==> config.mk <==
export PLATFORM = sky130hd
export DESIGN_NAME = burst_gate_ctrl
export DESIGN_NICKNAME = d
export VERILOG_FILES = /design/src/rtl/burst_gate_pkg.sv /design/src/rtl/entry_dwell_timer.sv /design/src/rtl/wake_seq_timer.sv /design/src/rtl/floor_select.sv /design/src/rtl/burst_gate_ctrl.sv
export SDC_FILE = /design/constraint.sdc
export NUM_CORES = 1
export LEC_CHECK = 0
export BUFFER_PORTS_ARGS = -buffer_cell sky130_fd_sc_hd__clkbuf_2
export CORE_MARGIN = 2
export CORE_UTILIZATION = 50
export CTS_BUF_LIST = sky130_fd_sc_hd__clkbuf_8
export CTS_CLUSTER_SIZE = 28
export DETAILED_ROUTE_END_ITERATION = 10
export PLACE_DENSITY = 0.68
export SKIP_CTS_REPAIR_TIMING = 1
export SYNTH_ARGS = -nofsm -noshare
export SYNTH_HDL_FRONTEND = slang
export SYNTH_SLANG_ARGS = --single-unit
export TNS_END_PERCENT = 20
==> constraint.sdc <==
create_clock -name clk -period 1.8 [get_ports clk]
set_input_delay 0.18 -clock clk [delete_from_list [all_inputs] [get_ports clk]]
set_output_delay 0.18 -clock clk [all_outputs]
set_load 0.005 [all_outputs]
==> src/rtl/burst_gate_pkg.sv <==
package burst_gate_pkg;
    typedef enum logic [1:0] {
        ST_RUN  = 2'b00,
        ST_HALT = 2'b01,
        ST_DEEP = 2'b10,
        ST_WAKE = 2'b11
    } bg_state_t;

    localparam logic [1:0] FLOOR_HIGH = 2'b00;
    localparam logic [1:0] FLOOR_MID  = 2'b01;
    localparam logic [1:0] FLOOR_LOW  = 2'b10;
endpackage

==> src/rtl/entry_dwell_timer.sv <==
module entry_dwell_timer #(
    parameter int TICKS = 160000
) (
    input  logic clk,
    input  logic rst,
    input  logic lo_flag,
    output logic dwell_hit
);
    localparam int CW = $clog2(TICKS + 1);
    localparam logic [CW-1:0] LAST = CW'(TICKS - 1);

    logic [CW-1:0] cnt;

    always_ff @(posedge clk) begin
        if (rst || !lo_flag) begin
            cnt <= '0;
        end else if (cnt != LAST) begin
            cnt <= cnt + 1'b1;
        end
    end

    assign dwell_hit = lo_flag && (cnt == LAST);

    // any cycle without the low flag restarts the dwell
    assert_dwell_restart_R5: assert property (@(posedge clk) disable iff (rst)
        !lo_flag |=> (cnt == '0));
endmodule

==> src/rtl/wake_seq_timer.sv <==
module wake_seq_timer #(
    parameter int TICKS = 6250
) (
    input  logic clk,
    input  logic rst,
    input  logic active,
    output logic done
);
    localparam int CW = $clog2(TICKS + 1);
    localparam logic [CW-1:0] LAST = CW'(TICKS - 1);

    logic [CW-1:0] cnt;

    always_ff @(posedge clk) begin
        if (rst || !active) begin
            cnt <= '0;
        end else begin
            cnt <= cnt + 1'b1;
        end
    end

    assign done = active && (cnt == LAST);

    // the wake count never runs past its length
    assert_wake_bound_R6: assert property (@(posedge clk) disable iff (rst)
        active |-> (cnt <= LAST));
endmodule

==> src/rtl/floor_select.sv <==
module floor_select
    import burst_gate_pkg::*;
(
    input  logic       clk,
    input  logic       rst,
    input  logic       strobe,
    input  logic       hi_flag,
    input  logic       blank_flag,
    output logic [1:0] sel
);
    always_ff @(posedge clk) begin
        if (rst) begin
            sel <= FLOOR_HIGH;
        end else if (strobe) begin
            if (!hi_flag) begin
                sel <= FLOOR_LOW;
            end else if (blank_flag) begin
                sel <= FLOOR_HIGH;
            end else begin
                sel <= FLOOR_MID;
            end
        end
    end

    // no change without a cycle strobe
    assert_floor_hold_R9: assert property (@(posedge clk) disable iff (rst)
        !strobe |=> $stable(sel));
    // unused code never appears
    assert_floor_code_R8: assert property (@(posedge clk) disable iff (rst)
        sel != 2'b11);
    // strobe with high flag clear selects low floor
    assert_floor_low_R10: assert property (@(posedge clk) disable iff (rst)
        (strobe && !hi_flag) |=> (sel == FLOOR_LOW));
endmodule

==> src/rtl/burst_gate_ctrl.sv <==
module burst_gate_ctrl
    import burst_gate_pkg::*;
#(
    parameter int ENTRY_TICKS = 160000,
    parameter int WAKE_TICKS  = 6250
) (
    input  logic       clk,
    input  logic       rst,
    input  logic       fb_lo_flag,
    input  logic       fb_hi_flag,
    input  logic       fb_blank_flag,
    input  logic       cyc_strobe,
    output logic       sw_en,
    output logic       deep_lp,
    output logic [1:0] floor_sel,
    output logic       wake_rst
);
    initial begin
        if (ENTRY_TICKS < 2) $error("ENTRY_TICKS must be at least 2");
        if (WAKE_TICKS < 1)  $error("WAKE_TICKS must be at least 1");
    end

    bg_state_t state, state_nx;
    logic      dwell_hit;
    logic      wake_done;
    logic      in_wake;

    assign in_wake = (state == ST_WAKE);

    entry_dwell_timer #(.TICKS(ENTRY_TICKS)) u_dwell (
        .clk       (clk),
        .rst       (rst),
        .lo_flag   (fb_lo_flag),
        .dwell_hit (dwell_hit)
    );

    wake_seq_timer #(.TICKS(WAKE_TICKS)) u_wake (
        .clk    (clk),
        .rst    (rst),
        .active (in_wake),
        .done   (wake_done)
    );

    floor_select u_floor (
        .clk        (clk),
        .rst        (rst),
        .strobe     (cyc_strobe),
        .hi_flag    (fb_hi_flag),
        .blank_flag (fb_blank_flag),
        .sel        (floor_sel)
    );

    always_comb begin
        state_nx = state;
        unique case (state)
            ST_RUN:  if (fb_lo_flag) state_nx = ST_HALT;
            ST_HALT: begin
                if (fb_hi_flag)     state_nx = ST_RUN;
                else if (dwell_hit) state_nx = ST_DEEP;
            end
            ST_DEEP: if (fb_hi_flag) state_nx = ST_WAKE;
            ST_WAKE: if (wake_done)  state_nx = ST_RUN;
        endcase
    end

    always_ff @(posedge clk) begin
        if (rst) state <= ST_RUN;
        else     state <= state_nx;
    end

    always_comb begin
        sw_en    = 1'b0;
        deep_lp  = 1'b0;
        wake_rst = 1'b0;
        unique case (state)
            ST_RUN:  sw_en    = 1'b1;
            ST_HALT: ;
            ST_DEEP: deep_lp  = 1'b1;
            ST_WAKE: wake_rst = 1'b1;
        endcase
    end

    // low flag in run stops switching next cycle
    assert_stop_R2: assert property (@(posedge clk) disable iff (rst)
        (sw_en && fb_lo_flag) |=> !sw_en);
    // high flag in burst stop resumes switching next cycle
    assert_resume_R3: assert property (@(posedge clk) disable iff (rst)
        (state == ST_HALT && fb_hi_flag) |=> sw_en);
    // deep entry only from a stopped state with the low flag held
    assert_deep_entry_R4: assert property (@(posedge clk) disable iff (rst)
        $rose(deep_lp) |-> ($past(fb_lo_flag) && !$past(sw_en)));
    // exit from deep goes through wake with switching off
    assert_wake_entry_R6: assert property (@(posedge clk) disable iff (rst)
        (deep_lp && fb_hi_flag) |=> (wake_rst && !sw_en && !deep_lp));
    // without the high flag, deep persists
    assert_deep_hold_R7: assert property (@(posedge clk) disable iff (rst)
        (deep_lp && !fb_hi_flag) |=> deep_lp);
    // exclusivity of outputs
    assert_excl_R11: assert property (@(posedge clk) disable iff (rst)
        $countones({sw_en, deep_lp, wake_rst}) <= 1);
endmodule

==> impl_metrics.yaml, run 1 <==
run_status:
  status: "complete, no violations"
global_route:
  grt_overflow: 0
  grt.total_usage_pct: 19.0
  grt_pass1_vias: 1338
  grt_start_max_net_pins: 14
  antenna_found_initial: 0
  grt_pass1_wl_um: 5920
clock_tree:
  clock_sinks: 35
  clkTransAtPathRegs_ps: 70
  htreeDepth: 2
  ctsLongestPathBuffers: 2
  clock_latency_ps: 280
  cts_made_buffers: 5
  tritoncts: "done"
  clock-root-buffer: "clkbuf_8"
placed_design:
  dp_slack_ps: 127
  gp_congestion: 0.897
  dpl_cell_area_um2: 1770
  hpwl_um: 2420
  placement.io_buffers: 10
timing:
  rsz0062_at_grt: "false"
  setup_tns_ps: 0
  min_period_over_period_pct: 94.8
  worst_slew_pin_slew_ps: 541
  relSlewSlack_pct: 63.9
  layout_setup_ws_ps: 92.9
  fmax_mhz: 586
  finalSetupViolations: 0
  fin_crit_ps: 1710
  maxSlewViolCount: 0
  hold_viol_final: 0
  clock_skew_ps: 4.07
route:
  firstDrtPassIters: 4
  wl_um: 3420
  routedWlPerCell_um: 13.4
  routed_via_density: 5.75
  drt-initial-drc-count: 47
  drc: 0
  via_count: 1471
  ant_nets: 0
die:
  fp.dieW_um: 62.2
  die_area_um2: 3870
  fp-row-count: 21
  pin_count: 11
  coreArea_um2: 3280
  initial_core_util_pct: 51.6
  die_h_um: 62.2
synthesis:
  yosysTopAreaCell: "dfxtp_1"
  syn_inst: 197
  synth.avg_cell_area_um2: 8.60
  synth.distinct_cells: 40
  synth.area.top_cells: "dfxtp_1, nor2_1, a21oi_1"
  netlist_area_um2: 1690
  syn_nets: 206
  seq_area_frac_synth_pct: 41.4
  yosysWarningCount: 0
  synthFlopType: "dfxtp_1"
  async_flop_share_pct: 0
  ys_seq_elements: 35
  synth_top_cell_area_share_pct: 41.4
  synth-edff-count: 0
worst_setup_path:
  worst_ep_required_time_ps: 2010
  crit_chain: "ha_1 -> and3_1 -> nand2_4 -> or4_1 -> a21oi_1"
  worstSetupStartpointType: "register"
  slowest_stage: "or4_1"
  crit_type: "reg2reg"
  end_kind: "register"
  path_max_fanout: 10
  worstPathArrival_ps: 1920
  max_stage_delay_ps: 520
power_and_ir_drop:
  peakVddDrop_uv: 482
  p_sw_uw: 299
  power_leakage_uw: 0.000662
  power_frac_seq_pct: 56.2
  switching_share_pct: 21.4
  pwr-share-clk_pct: 40.7
  p_int_uw: 1100
  comb_power_share_pct: 3.0
  power.density_nw_per_um2: 747
  design_power_total_uw: 1400
final_layout:
  drive_gt1_share_pct: 12.4
  synthToLayoutAreaGrowth_pct: 10.5
  stdcell_area_um2: 1870
  layout.nets: 219
  final_common_cell: "dfxtp_1"
  num_antenna_cells: 0
  fillCellCount: 297
  final_cell_mix: "dfxtp_1, nor2_1, a21oi_1"
  multi_input_area_um2: 923
  seq_area_um2: 701
worst_hold_path:
  hp-class: "in2reg"
job:
  cap_violations: 0
-- stage by stage --
step,hold WS [ps],cells,utilization (%)
6_report,142,256,57.0
5_1_grt,152,256,57.0
4_1_cts,136,255,56.6
3_5_place_dp,446,248,53.9
3_3_place_gp,429,248,53.9
2_1_floorplan,249,197,-
-- Yosys cell counts, drive strengths merged, types with 3 or more instances --
master	count
mux2i	3
and4	3
nand2	14
dfxtp	35
a21oi	14
a211oi	3
o21ai	13
xor2	6
clkbuf	3
nor2	19
and3	7
buf	5
nand3	12
nand2b	3
inv	6
ha	3
a31oi	4
nand4	9
nor3	5
o31ai	3
xnor2	5
or3	4
-- worst max-delay path: cells and delay by family (launching register included) --
family,cells,cell delay [ps]
simple gates,3,890
flops,1,390
fa+ha+maj,1,210
compound gates,1,150
-- layout make-up --
class | count | area share (%)
well taps | 46 | 3.07
flip-flops and latches | 35 | 37.4
clock buffers | 6 | 4.41
inverters | 6 | 1.20
repair buffers | 14 | 4.28
clock inverters | 1 | 0.267
multi-input cells | 148 | 49.3
-- power groups by stage --
stage	sequential, uW	combinational [uW]	clock (uW)
after floorplan	803	22.7	0
after global placement	803	41.6	0
after detailed placement	804	42.6	0
after CTS	786	42.9	582
after global routing	786	47.8	619
final	786	42.3	569
-- kinds of logic (layout without fill, tap and decap cells) --
group	after synthesis	count (layout)	share of synthesized area (%)
mux	3	3	1.77
simple gates	88	88	28.8
xor+xnor	11	11	5.69
compound gates	43	43	15.7
flops	35	35	41.4
fa+ha+maj	3	3	2.22
buf+inv	14	27	4.50
-- sequential cells by signal, indices dropped and copies added (netlist names), named ones only --
name and flops:
u_floor.sel 2, state 1, u_dwell.cnt 18, u_wake.cnt 13
-- metal layers --
layer  vias up  global-route usage, %  wire length, um
met2        41                   29.6             1540
met1       680                   24.6             1660
li1        744                      -                -
met4         0                   8.06               46
met5         -                      0                0
met3         6                   5.80              163
-- worst paths after layout --
path                   start              end  slack, ps  cells past startpoint
max           u_dwell.cnt[0]  u_dwell.cnt[16]         90                      5
min                      rst         register        140                      2
max reg2reg   u_dwell.cnt[0]  u_dwell.cnt[16]         90                      5
min reg2reg  u_dwell.cnt[17]  u_dwell.cnt[17]        490                      2
No activity file was read; power rests on OpenSTA's default activity.
==> run 2, diff against run 1 <==
--- a/config.mk
+++ b/config.mk
@@ -5,10 +5,12 @@
 export SDC_FILE = /design/constraint.sdc
 export NUM_CORES = 1
 export LEC_CHECK = 0
+export ABC_AREA = 1
 export BUFFER_PORTS_ARGS = -buffer_cell sky130_fd_sc_hd__clkbuf_2
 export CORE_MARGIN = 2
 export CORE_UTILIZATION = 50
 export CTS_BUF_LIST = sky130_fd_sc_hd__clkbuf_8
+export CTS_CLUSTER_DIAMETER = 50
 export CTS_CLUSTER_SIZE = 28
 export DETAILED_ROUTE_END_ITERATION = 10
 export PLACE_DENSITY = 0.68
==> impl_metrics.yaml, run 2 <==
clock_tree:
  clock_sinks: 35
  cts_made_buffers: 5
  tritoncts: "done"
  clkTransAtPathRegs_ps: 80
  htreeDepth: 2
  ctsLongestPathBuffers: 2
  clock-root-buffer: "clkbuf_8"
  clock_latency_ps: 290
synthesis:
  netlist_area_um2: 1710
  async_flop_share_pct: 0
  yosysWarningCount: 0
  synthFlopType: "dfxtp_1"
  yosysTopAreaCell: "dfxtp_1"
  synth.distinct_cells: 26
  synth.area.top_cells: "dfxtp_1, nand2_1, nor2_1"
  synth_top_cell_area_share_pct: 41.1
  seq_area_frac_synth_pct: 41.1
  syn_nets: 261
  synth-edff-count: 0
  ys_seq_elements: 35
  netlist_top_cells_count: "nand2_1, nor2_1, dfxtp_1, inv_1, a21oi_1"
  synth.avg_cell_area_um2: 6.77
  yosysMostFrequentCell: "nand2_1"
  syn_inst: 252
global_route:
  antenna_found_initial: 0
  grt_start_max_net_pins: 13
  grt_pass1_vias: 1432
  grt_pass1_wl_um: 6090
  grt.total_usage_pct: 19.8
  grt_overflow: 0
final_layout:
  num_antenna_cells: 0
  largest_reg_flops: 18
  top_register: "u_dwell.cnt"
  final_common_cell: "nand2_1"
  reg.largest.list: "u_dwell.cnt x18, u_wake.cnt x13, u_floor.sel x2"
  synthToLayoutAreaGrowth_pct: 15.0
  drive_gt1_share_pct: 11.0
  final_cell_mix: "nand2_1, nor2_1, dfxtp_1"
  layout.nets: 281
worst_hold_path:
  worstHoldStart: "fb_hi_flag"
  holdPathEnd: "u_floor.sel[1]"
  min_path_cells: 2
  hp-class: "in2reg"
die:
  fp.dieW_um: 62.4
  pin_count: 11
  coreArea_um2: 3310
  die_h_um: 62.4
  initial_core_util_pct: 51.5
  fp-row-count: 21
  die_area_um2: 3890
worst_setup_path:
  crit_type: "reg2reg"
  worstSetupStartpointType: "register"
  path_max_fanout: 7
  slowest_stage: "dfxtp_1"
  path_buf_inv: 1
  crit_start: "u_dwell.cnt[0]"
  max_stage_delay_ps: 400
  rr_worst_depth: 7
  crit_chain: "ha_1 -> nand3_4 -> nor2_1 -> nand2_2 -> buf_4 -> a31oi_1 -> nor3_1"
  regToRegSetupSlack_ps: 230
  worstPathArrival_ps: 1730
  timing.rr.start: "u_dwell.cnt[0]"
  cp_top_family: "simple AND/OR/NAND/NOR gates"
  worst_ep_required_time_ps: 1960
  end_kind: "register"
  r2r_end: "u_dwell.cnt[7]"
route:
  wl_um: 3340
  routed_via_density: 4.92
  firstDrtPassIters: 4
  routedWlPerCell_um: 10.5
  via_count: 1570
  drc: 0
  drt-initial-drc-count: 82
  ant_nets: 0
timing:
  relSlewSlack_pct: 67.9
  finalSetupViolations: 0
  rsz0062_at_grt: "false"
  fin_crit_ps: 1570
  worst_slew_pin_slew_ps: 479
  fmax_mhz: 637
  hold_viol_final: 0
  setup_tns_ps: 0
  min_period_over_period_pct: 87.2
  clock_skew_ps: 10.9
  maxSlewViolCount: 0
power_and_ir_drop:
  peakVddDrop_uv: 536
  power_leakage_uw: 0.000740
  power.density_nw_per_um2: 795
  design_power_total_uw: 1560
placed_design:
  gp_congestion: 0.900
  placement.io_buffers: 10
  hpwl_um: 2590
run_status:
  status: "complete, no violations"
job:
  cap_violations: 0
run 2: worst max path at each step:
stage	end	slack, ps	cells past startpoint
finish	u_dwell.cnt[7]	230	7
global route	u_wake.cnt[12]	20	10
CTS	u_dwell.cnt[0]	180	7
detailed placement	u_wake.cnt[12]	210	10
global placement	u_wake.cnt[12]	240	10
floorplan	u_wake.cnt[12]	370	10
run 2: per-stage QoR:
stage | setup WS, ps | util [%] | hold WS (ps) | cell area, um2 | instances
global route | 16.5 | 59.3 | 83.1 | 1960 | 319
floorplan | 374 | - | 249 | 1710 | 252
CTS | 182 | 58.9 | 74.3 | 1950 | 319
detailed placement | 207 | 55.5 | 393 | 1840 | 311
finish | 230 | 59.3 | 90.8 | 1960 | 319
global placement | 239 | 55.5 | 396 | 1840 | 311
run 2: report_power, final:
part           internal [uW]  switching, uW  leakage (uW)
sequential               783           9.13      0.000283
clock                    412            292     0.0000581
combinational           26.0           36.6      0.000399
total                   1220            338      0.000740
run 2: final cells by class:
| cell class | instances | area [um2] |
|---|---|---|
| clock buffer | 5 | 68.8 |
| clock inverter | 3 | 43.8 |
| fill | 329 | 1350 |
| inverter | 37 | 139 |
| multi-input combinational | 179 | 872 |
| sequential | 35 | 701 |
| tap | 46 | 57.6 |
| timing repair buffer | 14 | 80.1 |
run 2: cells by family (layout without fill, tap and decap cells):
family	after synthesis	in the layout	share of synthesized area (%)
muxes	1	1	0.587
adders and majority gates	3	3	2.20
buffers and inverters	38	59	8.44
AOI/OAI and AO/OA	44	44	13.1
and+or+nand+nor	130	130	34.1
xor gates and xnor gates	1	1	0.514
DFF	35	35	41.1
run 2: metal layers:
metal,routed length [um],up-vias,global-route usage [%]
li1,-,857,-
met1,1560,686,23.6
met2,1590,18,32.5
met3,101,9,5.95
met4,82,0,10.0
met5,0,-,0
==> run 3, diff against run 2 <==
--- a/config.mk
+++ b/config.mk
@@ -7,7 +7,6 @@
 export LEC_CHECK = 0
 export ABC_AREA = 1
 export BUFFER_PORTS_ARGS = -buffer_cell sky130_fd_sc_hd__clkbuf_2
-export CORE_MARGIN = 2
 export CORE_UTILIZATION = 50
 export CTS_BUF_LIST = sky130_fd_sc_hd__clkbuf_8
 export CTS_CLUSTER_DIAMETER = 50
==> impl_metrics.yaml, run 3 (same netlist as run 2, synthesis figures left out) <==
final_layout:
  synthToLayoutAreaGrowth_pct: 13.0
  reg.largest.list: "u_dwell.cnt x18, u_wake.cnt x13, u_floor.sel x2"
  stdcell_area_um2: 1930
  final_common_cell: "nand2_1"
  fillCellCount: 294
  drive_gt1_share_pct: 10.2
  num_antenna_cells: 0
  layout.nets: 282
  largest_reg_flops: 18
  final_cell_mix: "nand2_1, nor2_1, inv_1, dfxtp_1, a21oi_1"
  top_register: "u_dwell.cnt"
die:
  pin_count: 11
  fp-row-count: 20
  coreArea_um2: 3150
  die_h_um: 60.4
  initial_core_util_pct: 54.1
  fp.dieW_um: 60.4
  die_area_um2: 3650
global_route:
  grt-busiest-layer: "met2"
  grt_overflow: 0
  grtUsageMet1_pct: 28.3
  grt.total_usage_pct: 20.5
  grt_pass1_wl_um: 5460
  met2_usage_pct: 29.5
  grt_pass1_vias: 1324
  grt_start_max_net_pins: 11
  antenna_found_initial: 0
  use_met3_pct: 5.12
power_and_ir_drop:
  p_int_uw: 1070
  p_sw_uw: 316
  comb_power_share_pct: 4.7
  power.density_nw_per_um2: 720
  switching_share_pct: 22.8
  power_leakage_uw: 0.000720
  peakVddDrop_uv: 663
  power_frac_seq_pct: 57.2
  pwr-share-clk_pct: 38.2
job:
  cap_violations: 0
worst_setup_path:
  slowest_stage: "dfxtp_1"
  worstPathArrival_ps: 1820
  worstSetupStartpointType: "register"
  crit_type: "reg2reg"
  worst_ep_required_time_ps: 1970
  crit_chain: "ha_1 -> nand3_4 -> nor2_1 -> nand2_1 -> buf_4 -> o21ai_0 -> a21oi_1"
  cp_top_family: "simple AND/OR/NAND/NOR gates"
  end_kind: "register"
  max_stage_delay_ps: 390
  path_max_fanout: 8
  path_buf_inv: 1
route:
  routedWlPerCell_um: 10.4
  drt-initial-drc-count: 127
  drc: 0
  ant_nets: 0
  via_count: 1578
  wl_um: 3310
  routed_via_density: 4.96
  firstDrtPassIters: 4
clock_tree:
  clock-root-buffer: "clkbuf_8"
  clock_sinks: 35
  clkTransAtPathRegs_ps: 70
  ctsLongestPathBuffers: 2
  cts_made_buffers: 5
  htreeDepth: 2
  tritoncts: "done"
  clock_latency_ps: 280
timing:
  fin_crit_ps: 1650
  rsz0062_at_grt: "false"
  fmax_mhz: 606
  worst_slew_pin_slew_ps: 485
  min_period_over_period_pct: 91.6
  setup_tns_ps: 0
  clock_skew_ps: 7.19
  maxSlewViolCount: 0
  hold_viol_final: 0
  finalSetupViolations: 0
  relSlewSlack_pct: 67.6
placed_design:
  placement.io_buffers: 10
  dpl_cell_area_um2: 1840
  hpwl_um: 2450
  gp_congestion: 0.956
run_status:
  status: "complete, no violations"
worst_hold_path:
  hp-class: "in2reg"
-- run 3: changes by cell type in the layout (fill, tap and decap cells not counted) --
cell / change
buf_4: +1
bufinv_16: -1
clkinv_4: -1
inv_1: +2
nand2_1: +1
nand2_2: -1
nor3_2: +1
nor3_4: -1
-- run 3: power by group through the flow --
stage | combinational, uW | sequential, uW | clock (uW)
4_1_cts | 64.6 | 792 | 546
5_1_grt | 75.1 | 793 | 578
3_5_place_dp | 63.4 | 810 | 0
2_1_floorplan | 37.8 | 808 | 0
3_3_place_gp | 64.2 | 810 | 0
6_report | 64.5 | 793 | 530
-- run 3: worst reg2reg max path: cells and delay by family, from the launching register on --
family,cells,cell delay [ps]
simple gates,3,460
flops,1,390
fa+ha+maj,1,260
buf+inv,1,220
compound gates,2,200
-- run 3: routing by layer --
metal  vias to the layer above  part of all wire (%)
met5                         -                     0
met4                         0                   1.7
met3                         6                   5.2
met2                        37                    40
met1                       674                    54
li1                        861                     -
-- run 3: worst paths after layout --
kind | from | endpoint | depth (start not counted) | slack, ps
worst min register to register | u_wake.cnt[0] | u_wake.cnt[0] | 1 | 470
worst max register to register | u_dwell.cnt[0] | u_dwell.cnt[0] | 7 | 150
worst max-delay path | u_dwell.cnt[0] | u_dwell.cnt[0] | 7 | 150
worst min-delay path | cyc_strobe | u_floor.sel[1] | 2 | 110
-- run 3: area by class of cell --
cell class / instances / area, um2 / share of cell area (%)
clock buffer: 5 / 68.8 / 3.57
clock inverter: 3 / 12.5 / 0.649
inverter: 37 / 139 / 7.21
multi-input combinational: 179 / 863 / 44.8
sequential: 35 / 701 / 36.4
tap: 44 / 55.1 / 2.86
timing repair buffer: 15 / 87.6 / 4.55
-- run 3: per-stage QoR --
| step | worst slack [ps] | std cells | hold WS, ps | utilization, % | power (uW) |
|---|---|---|---|---|---|
| final | 151 | 318 | 107 | 61.1 | 1390 |
| after detailed placement | 170 | 310 | 403 | 58.5 | 873 |
| after global placement | 215 | 310 | 402 | 58.5 | 874 |
| after floorplan | 374 | 252 | 249 | - | 846 |
| after global routing | 25.8 | 318 | 107 | 61.1 | 1450 |
| after CTS | 151 | 318 | 101 | 61.0 | 1400 |
